<file path="src/rtl/tlb_pkg.sv">
package tlb_pkg;
    // width of the per-entry rights field
    localparam int RIGHTS_W = 2;
    // bit position inside the rights field that grants store accesses
    localparam int RIGHT_STORE_BIT = 0;
endpackage

</file>
<file path="src/rtl/tlb_cam_match.sv">
module tlb_cam_match #(
    parameter int N    = 16,
    parameter int TAGW = 20
) (
    input  logic [TAGW-1:0]   key,
    input  logic [N-1:0]      live,
    input  logic [N*TAGW-1:0] tags,
    output logic [N-1:0]      match
);
    // one comparator per slot, all in parallel
    for (genvar g = 0; g < N; g++) begin : g_cmp
        assign match[g] = live[g] && (tags[g*TAGW +: TAGW] == key);
    end
endmodule

</file>
<file path="src/rtl/tlb_prio_enc.sv">
module tlb_prio_enc #(
    parameter int N  = 16,
    parameter int IW = 4
) (
    input  logic [N-1:0]  req,
    output logic [IW-1:0] idx,
    output logic          any
);
    always_comb begin
        idx = '0;
        any = 1'b0;
        // scan downward so the lowest requesting slot wins
        for (int i = N - 1; i >= 0; i--) begin
            if (req[i]) begin
                idx = IW'(i);
                any = 1'b1;
            end
        end
    end
endmodule

</file>
<file path="src/rtl/sw_tlb.sv">
module sw_tlb #(
    parameter int ENTRIES = 16,
    parameter int VPN_W   = 20,
    parameter int PPN_W   = 20,
    parameter int OFF_W   = 12
) (
    input  logic                               clk,
    input  logic                               rst_n,
    input  logic                               lk_valid,
    input  logic                               lk_write,
    input  logic [VPN_W+OFF_W-1:0]             lk_vaddr,
    output logic                               res_valid,
    output logic                               res_hit,
    output logic [PPN_W+OFF_W-1:0]             res_paddr,
    output logic                               res_miss_trap,
    output logic                               res_prot_trap,
    output logic [VPN_W+OFF_W-1:0]             res_fault_vaddr,
    input  logic                               wr_en,
    input  logic [$clog2(ENTRIES)-1:0]         wr_idx,
    input  logic [VPN_W-1:0]                   wr_vpn,
    input  logic [PPN_W-1:0]                   wr_ppn,
    input  logic [tlb_pkg::RIGHTS_W-1:0]       wr_rights,
    input  logic                               wr_valid,
    input  logic                               wr_dirty,
    input  logic                               wr_ref,
    input  logic                               clr_ref,
    input  logic [$clog2(ENTRIES)-1:0]         rd_idx,
    output logic                               rd_valid,
    output logic                               rd_dirty,
    output logic                               rd_ref
);
    import tlb_pkg::*;

    localparam int VA_W  = VPN_W + OFF_W;
    localparam int PA_W  = PPN_W + OFF_W;
    localparam int IDX_W = $clog2(ENTRIES);

    typedef struct packed {
        logic                valid;
        logic                dirty;
        logic                refb;
        logic [RIGHTS_W-1:0] rights;
        logic [VPN_W-1:0]    vpn;
        logic [PPN_W-1:0]    ppn;
    } slot_t;

    typedef struct packed {
        slot_t [ENTRIES-1:0] slot;
        logic                r_valid;
        logic                r_hit;
        logic [PA_W-1:0]     r_paddr;
        logic                r_miss;
        logic                r_prot;
        logic [VA_W-1:0]     r_fva;
    } state_t;

    state_t st_d, st_q;

    // flattened views of the slot array for the comparators
    logic [ENTRIES-1:0]       live_vec;
    logic [ENTRIES-1:0]       ref_vec;
    logic [ENTRIES*VPN_W-1:0] tag_flat;

    always_comb begin
        for (int i = 0; i < ENTRIES; i++) begin
            live_vec[i]                 = st_q.slot[i].valid;
            ref_vec[i]                  = st_q.slot[i].refb;
            tag_flat[i*VPN_W +: VPN_W]  = st_q.slot[i].vpn;
        end
    end

    logic [VPN_W-1:0]   lk_vpn;
    logic [OFF_W-1:0]   lk_off;
    logic [ENTRIES-1:0] lk_match;
    logic [ENTRIES-1:0] dup_match;
    logic [IDX_W-1:0]   hit_idx;
    logic               hit_any;

    assign lk_vpn = lk_vaddr[VA_W-1:OFF_W];
    assign lk_off = lk_vaddr[OFF_W-1:0];

    tlb_cam_match #(.N(ENTRIES), .TAGW(VPN_W)) u_lk_cmp (
        .key   (lk_vpn),
        .live  (live_vec),
        .tags  (tag_flat),
        .match (lk_match)
    );

    // second comparator bank finds stale copies of a page being installed
    tlb_cam_match #(.N(ENTRIES), .TAGW(VPN_W)) u_dup_cmp (
        .key   (wr_vpn),
        .live  (live_vec),
        .tags  (tag_flat),
        .match (dup_match)
    );

    tlb_prio_enc #(.N(ENTRIES), .IW(IDX_W)) u_enc (
        .req (lk_match),
        .idx (hit_idx),
        .any (hit_any)
    );

    logic store_ok;
    logic prot_fault;
    logic lk_hit;

    assign store_ok   = st_q.slot[hit_idx].rights[RIGHT_STORE_BIT];
    assign lk_hit     = lk_valid && hit_any;
    assign prot_fault = lk_hit && lk_write && !store_ok;

    always_comb begin
        st_d = st_q;

        // registered lookup result
        st_d.r_valid = lk_valid;
        st_d.r_hit   = lk_hit && !prot_fault;
        st_d.r_miss  = lk_valid && !hit_any;
        st_d.r_prot  = prot_fault;
        st_d.r_paddr = (lk_hit && !prot_fault) ? {st_q.slot[hit_idx].ppn, lk_off} : '0;
        st_d.r_fva   = ((lk_valid && !hit_any) || prot_fault) ? lk_vaddr : '0;

        // usage tracking from the lookup path
        if (lk_hit) begin
            st_d.slot[hit_idx].refb = 1'b1;
            if (lk_write && store_ok) begin
                st_d.slot[hit_idx].dirty = 1'b1;
            end
        end

        // periodic usage sampling overrides lookup marking
        if (clr_ref) begin
            for (int i = 0; i < ENTRIES; i++) begin
                st_d.slot[i].refb = 1'b0;
            end
        end

        // software install has the final say on its slot
        if (wr_en) begin
            if (wr_valid) begin
                for (int i = 0; i < ENTRIES; i++) begin
                    if (dup_match[i] && (i != int'(wr_idx))) begin
                        st_d.slot[i].valid = 1'b0;
                    end
                end
            end
            st_d.slot[wr_idx].valid  = wr_valid;
            st_d.slot[wr_idx].dirty  = wr_dirty;
            st_d.slot[wr_idx].refb   = wr_ref;
            st_d.slot[wr_idx].rights = wr_rights;
            st_d.slot[wr_idx].vpn    = wr_vpn;
            st_d.slot[wr_idx].ppn    = wr_ppn;
        end
    end

    always_ff @(posedge clk) begin
        if (!rst_n) begin
            st_q <= '0;
        end else begin
            st_q <= st_d;
        end
    end

    assign res_valid       = st_q.r_valid;
    assign res_hit         = st_q.r_hit;
    assign res_paddr       = st_q.r_paddr;
    assign res_miss_trap   = st_q.r_miss;
    assign res_prot_trap   = st_q.r_prot;
    assign res_fault_vaddr = st_q.r_fva;

    assign rd_valid = st_q.slot[rd_idx].valid;
    assign rd_dirty = st_q.slot[rd_idx].dirty;
    assign rd_ref   = st_q.slot[rd_idx].refb;


    single_match_chk: assert property (@(posedge clk) disable iff (!rst_n)
        $onehot0(lk_match));


    offset_pass_chk: assert property (@(posedge clk) disable iff (!rst_n)
        lk_valid |=> (!res_hit || (res_paddr[OFF_W-1:0] == $past(lk_vaddr[OFF_W-1:0]))));


    miss_excl_chk: assert property (@(posedge clk) disable iff (!rst_n)
        res_miss_trap |-> (!res_hit && !res_prot_trap && res_valid));


    prot_store_chk: assert property (@(posedge clk) disable iff (!rst_n)
        lk_valid |=> (!res_prot_trap || ($past(lk_write) && !res_hit)));


    ref_clear_chk: assert property (@(posedge clk) disable iff (!rst_n)
        (clr_ref && !wr_en) |=> (ref_vec == '0));


    idle_result_chk: assert property (@(posedge clk) disable iff (!rst_n)
        !lk_valid |=> (!res_valid && !res_hit && !res_miss_trap && !res_prot_trap));
endmodule

</file>
<file path="config.mk">
export PLATFORM = sky130hd
export DESIGN_NAME = sw_tlb
export DESIGN_NICKNAME = d
export VERILOG_FILES = /design/src/rtl/tlb_pkg.sv /design/src/rtl/tlb_cam_match.sv /design/src/rtl/tlb_prio_enc.sv /design/src/rtl/sw_tlb.sv
export SDC_FILE = /design/constraint.sdc
export NUM_CORES = 2
export LEC_CHECK = 0
export ABC_AREA = 1
export BUFFER_PORTS_ARGS = -buffer_cell sky130_fd_sc_hd__buf_2
export CORE_ASPECT_RATIO = 0.7
export CORE_UTILIZATION = 50
export DETAILED_ROUTE_END_ITERATION = 7
export PLACE_DENSITY = 0.64
export SETUP_SLACK_MARGIN = 0.5
export SYNTH_ARGS = -nofsm -noshare
export SYNTH_HDL_FRONTEND = slang
export SYNTH_HIERARCHICAL = 1
export SYNTH_SLANG_ARGS = --single-unit
</file>
<file path="constraint.sdc">
create_clock -name clk -period 4.03 [get_ports clk]
set_clock_uncertainty 0.1 [all_clocks]
set_input_delay 0 -clock clk [delete_from_list [all_inputs] [get_ports clk]]
set_output_delay 0 -clock clk [all_outputs]
set_load 0.005 [all_outputs]
</file>
After elaboration in Yosys (flattened, before gate mapping)

Index checks and enable logic that the tools add are counted.

Bits in registers: 788
Output and inout port bits: 71
Logic and storage cells: 344

Order comparisons: 5
Eq/ne operators: 47
Mux-type cells: 127
Reductions and logical operators: 63

Operator list:

| kind                 | count |
|---|---|
| $bwmux W720          | 8 |
| $mux W720            | 3 |
| $demux W45 S4        | 8 |
| $eq A20 B20 Y1       | 32 |
| $bmux W45 S4         | 2 |
| $mux W45             | 2 |
| $mux W44             | 2 |
| $mux W43             | 2 |
| $mux W1              | 80 |
| $mux W4              | 16 |
| $logic_and A1 B1 Y1  | 56 |
| $mux W42             | 1 |
| $mux W41             | 1 |
| $mux W40             | 1 |
| $ne A4 B4 Y1 const A | 8 |
| $mux W20             | 1 |
| $ne A3 B4 Y1 const A | 4 |
| $lt A4 B5 Y1 const B | 3 |
| $ge A4 B1 Y1 const B | 2 |
| $ne A2 B4 Y1 const A | 2 |
| $ne A1 B4 Y1 const A | 1 |
| $reduce_and A2 Y1    | 2 |
| $reduce_bool A4 Y1   | 1 |
| $logic_not A1 Y1     | 3 |
| $logic_or A1 B1 Y1   | 1 |

Logic depth before layout (Yosys ltp)

Word-level depth: 36
Gate-level depth with buffers: 37
Depth with buffers taken out: 34

Modules after synthesis

Netlist, hierarchy kept.

Modules (own cells, without submodules):

| module        | instances | cells each | area an instance (um^2) |
|---|---|---|---|
| sw_tlb        | 1         | 3933       | 29722.3 |
| tlb_cam_match | 2         | 1359       | 5522.8 |
| tlb_prio_enc  | 1         | 49         | 209.0 |

Least setup slack after synthesis

OpenSTA, ideal clock, no wires.

Path kind: flip-flop to flip-flop
Start point: register st_q[677] (netlist name)
End point: register st_q (netlist bit res_paddr[24])
Setup time: 117 ps
Arrival: 2580 ps
Required time: 3813 ps
Setup slack: 1233 ps
Cell stages (with the launch flop): 35
Cell sequence: dfxtp_1 inv_1 nand2_1 nand2_1 nor2_1 nand2_1 nor2_1 nand2_1 nor2_1 inv_1 nand2_1 nand2_1 nand2_1 nand2_1 nand2_1 nand2_1 nand2_1 nand2_1 nand2_1 nand2_1 nand2_1 nand2_1 a21oi_2 inv_2 nand2_1 nand2_1 nand2_1 nand2_1 nand2_1 nand2_1 nor2_1 nand2_1 nand3_2 buf_2 nor2_1

Longest elaborated chain between the ends: 23
Elaborated cells between the ends (all ways): 39

RTL lines:

| what                             | RTL line                     | text |
|---|---|---|
| start, declared                  | sw_tlb.sv:57                 | `state_t st_d, st_q;` |
| start signal, assigned           | sw_tlb.sv:159                | `st_q <= st_d;` |
| $eq A20 B20 Y1 *                 | tlb_cam_match.sv:12          | `assign match[g] = live[g] && (tags[g*TAGW +: TAGW] == key);` |
| $logic_and A1 B1 Y1 *            | tlb_cam_match.sv:12          |  |
| named net lk_match[13]           | sw_tlb.sv:74                 | `logic [ENTRIES-1:0] lk_match;` |
| $mux W4 * (14 in a row)          | tlb_prio_enc.sv:14           | `if (req[i]) begin` |
| named net hit_idx[0]             | sw_tlb.sv:76                 | `logic [IDX_W-1:0] hit_idx;` |
| $bmux W45 S4 *                   | sw_tlb.sv:107, sw_tlb.sv:119 |  |
| $mux W41 (not written as such) * | sw_tlb.sv:119                | `st_d.r_paddr = (lk_hit && !prot_fault) ? {st_q.slot[hit_idx].ppn, lk_off} : '0;` |
| $logic_not A1 Y1                 | sw_tlb.sv:109                | `assign prot_fault = lk_hit && lk_write && !store_ok;` |
| $logic_and A1 B1 Y1              | sw_tlb.sv:109                |  |
| $logic_not A1 Y1                 | sw_tlb.sv:119                |  |
| $logic_and A1 B1 Y1              | sw_tlb.sv:119                |  |
| $reduce_and A2 Y1 (no line)      | -                            |  |

The timed path passes the listed nets; every way through them passes the cells marked *. The select of a mux whose other input is x is not followed.
A chain may end at the register's enable or synchronous reset.

Worst setup path in the final report

Start point: input lk_vaddr[30]
End point: register st_q (netlist bit res_paddr[20])

Elaborated cells between the ends (all ways): 73

RTL lines:

| what                             | RTL line                     | text |
|---|---|---|
| start, declared                  | sw_tlb.sv:11                 | `input logic [VPN_W+OFF_W-1:0] lk_vaddr,` |
| $eq A20 B20 Y1 *                 | tlb_cam_match.sv:12          |  |
| $logic_and A1 B1 Y1 *            | tlb_cam_match.sv:12          |  |
| named net lk_match[9]            | sw_tlb.sv:74                 |  |
| $mux W4 * (10 in a row)          | tlb_prio_enc.sv:14           |  |
| named net hit_idx[0]             | sw_tlb.sv:76                 |  |
| $bmux W45 S4 *                   | sw_tlb.sv:107, sw_tlb.sv:119 |  |
| $mux W41 (not written as such) * | sw_tlb.sv:119                |  |
| $logic_not A1 Y1                 | sw_tlb.sv:109                |  |
| $logic_and A1 B1 Y1              | sw_tlb.sv:109                |  |
| $logic_not A1 Y1                 | sw_tlb.sv:119                |  |
| $logic_and A1 B1 Y1              | sw_tlb.sv:119                |  |
| $reduce_and A2 Y1 (no line)      | -                            |  |

Marked as above.

==> impl_results.md <==
* Top cells by area, synth: dfxtp_1 38%, nand2_1 15%, nor2_1 15%
* Largest area contributor in the netlist: dfxtp_1
* Crit-path max cell delay at 0.53 ns
* Post-synth top area share at 0.377
* Pleak at 18.7 nW
* Fin cells at 7851
* Synthesized flop and latch total at 772
* Async set or reset register ratio after synthesis at 0
* First-pass GRT wire length at 249 mm
* RSZ-0062 raised after global routing: yes
* WL final at 173 mm
* TritonCTS Sinks at 772
* Buffers on Ports at 160
* DP Cell Count at 7599
* Synthesis-to-layout area growth at 13.1%
* Clock insertion delay at the later pin of the skew report at 0.68 ns
* Worst r2r src: st_q[511]
* Ports at 162
* Max-cap violations at 0
* HP Class: input pin to flip-flop
* Dpl ws at 0.234 ns
* Worst path buffer plus inverter count at 6
* Max-slew violations at 0
* Drt first pass iters at 8
* Vias in the first global route at 38200
* Tot Pwr at 17.6 mW
* Sequential power share at 0.452
* Top Family by Delay on Critical Path: simple AND/OR/NAND/NOR gates
* Syn Nets at 6791
* CTS Buf Count at 80
* Share of cells above drive strength 1 at 0.0910
* GRT Residual Overflow at 0
* Final min period at 3.70 ns
* Worst Setup SP: lk_vaddr[30]
* Crit path max fanout at 11
* Initial DRC Count at 6466
* CTS tree: yes
* Core Region at 80900 um^2
* Post-synth EDFFs at 0
* Max Buffers Root-to-Sink at 3
* Power density over the cells at 379 nW/um^2
* Reg clk slew, reported paths at 0.06 ns
* Critical path type: input pin to flip-flop
* Commonest cells after routing, fill and taps aside: 1660 x nand2_1, 1632 x nor2_1, 818 x o21ai_0, 738 x dfxtp_1, 554 x inv_1
* Final setup fails at 0
* H-tree depth at 3
* Clock share of power at 0.431
* Slew of the pin with the lowest slew margin at 1.15 ns
* Most used cell, CP: nand2_1
* Seq/Total Area, Yosys at 0.377
* Gr usage total at 0.398
* # diodes at 0
* Slew margin rel. at 0.236
* Commonest non-fill, non-tap cell in the layout: nand2_1
* Initial core utilization at 0.507
* Max Fclk at 270 MHz
* Slowest CP cell: dlygate4sd3_1
* Post-route setup slack at 0.325 ns
* Synth warn at 6
* Switching Fraction at 0.280
* ANT nets after route at 0
* Chip Width at 344 um
* Startpoint Class: input pin
* Final Hold Vio Count at 0
* Vias after detailed routing at 44100
* Synth Cell Area at 41000 um^2
* Setup crit end kind: flip-flop
* Top_reg_cell synth: dfxtp_1
* Mapped Cells at 6700
* Worst Min Path Start: lk_vaddr[6]
* Largest net degree at the start of global routing at 212
* FP Rows at 87
* Clk root buf: clkbuf_16
* Status: complete, no violations
* WL per Instance at 22.0 um
* Final Cycle Share at 0.919
* Psw at 4.92 mW
* RD Place Congestion at 1.00
* Vert. Die Dim at 242 um
* Syn_area_per_cell at 6.12 um^2
* Combinational Power Share at 0.117
* Int Power at 12.6 mW
* Distinct cell type count after synthesis at 33
* Req. time, crit path at 4.53 ns
* Full die area at 83100 um^2
* Final HPWL DP at 105 mm
* Setup_tns at 0 ns
* Antenna violations before repair at 5
* Vias/cell at 5.62
* Final core occ at 0.573
* CP arrival at 4.20 ns
* Max rail drop VDD at 0.276 mV
* DRC at 0
* Layout Nets at 6811
[cell type report]
class,instances,area (um^2)
Clock buffer,120,2340
Clock inverter,25,258
Fill cell,8085,34500
Inverter,613,2320
Multi-Input combinational cell,4830,21100
Sequential cell,772,15500
Tap cell,1068,1340
Timing Repair Buffer,423,3450
[per-stage QoR]
stage | area (um^2) | hold WS, ns
5_1_grt | 46300 | 0.0599
3_5_place_dp | 42200 | 0.137
4_1_cts | 45800 | 0.000290
3_3_place_gp | 42200 | 0.130
6_report | 46300 | 0.0201
2_1_floorplan | 41000 | 0.00592
[flip-flops by register name, summed over array words and instances, names as in the netlist]
register         flops
st_q               672
res_fault_vaddr     32
res_paddr           32
live_vec            16
ref_vec             16
res_hit              1
res_miss_trap        1
res_prot_trap        1
res_valid            1
[layer usage]
| metal | global-route usage | routed length, um | vias up |
|---|---|---|---|
| met5 | 0 | 79 | - |
| met4 | 0.135 | 6260 | 10 |
| met3 | 0.114 | 25700 | 397 |
| met2 | 0.547 | 67700 | 2800 |
| met1 | 0.587 | 73000 | 20100 |
| li1 | - | - | 20800 |
[worst paths after layout]
kind	endpoint	slack (ns)	cells after the start
max	res_paddr[20]	0.33	32
min	res_paddr[6]	0.02	4
max reg2reg	res_paddr[20]	0.38	30
min reg2reg	st_q[617]	0.35	2
[what timing repair did]
| action | CTS | global route |
|---|---|---|
| hold buffers | 97 | 0 |
| endpoints found under the setup margin | 46 | 98 |
| cloned | 0 | 6 |
| hold endpoints to repair | 705 | 0 |
| pin swaps | 0 | 17 |
| resized for setup | 4 | 128 |
| buffers inserted | 0 | 4 |
[worst reg2reg max path, delay by kind of cell (launching register included)]
kind,cells,cell delay [ns]
simple gates,25,2.17
compound gates,1,0.26
buf+inv,4,0.64
flops,1,0.39
[synthesized netlist by cell type, types with 14 or more instances]
library cell and instances:
o22ai_1 56, dfxtp_1 772, nand3_1 104, o21ai_0 818
clkbuf_1 230, buf_2 145, nor2_1 1662, nand2_1 1684
nor3_1 23, a21boi_1 17, inv_1 557, a21oi_1 204
a22oi_1 160, xor2_1 24, inv_2 42, xnor2_1 34
clkinv_1 14, buf_4 82
[power by group through the flow]
stage               Clock (mW)  Sequential, mW  Combinational (mW)
global placement             0            8.10                1.84
finish                    7.58            7.94                2.05
global route              7.93            7.95                2.18
CTS                       7.62            7.93                1.94
detailed placement           0            8.10                1.86
floorplan                    0            8.06                1.15
[kinds of logic (layout without fill, tap and decap cells)]
logic type / Yosys count / in the layout / synth area share
mux: 8 / 8 / 0.00195
flops: 772 / 772 / 0.377
xor+xnor: 58 / 58 / 0.0124
compound gates: 1280 / 1280 / 0.170
simple gates: 3484 / 3484 / 0.324
buf+inv: 1098 / 1181 / 0.115
Power figures use the tool's default switching activity.
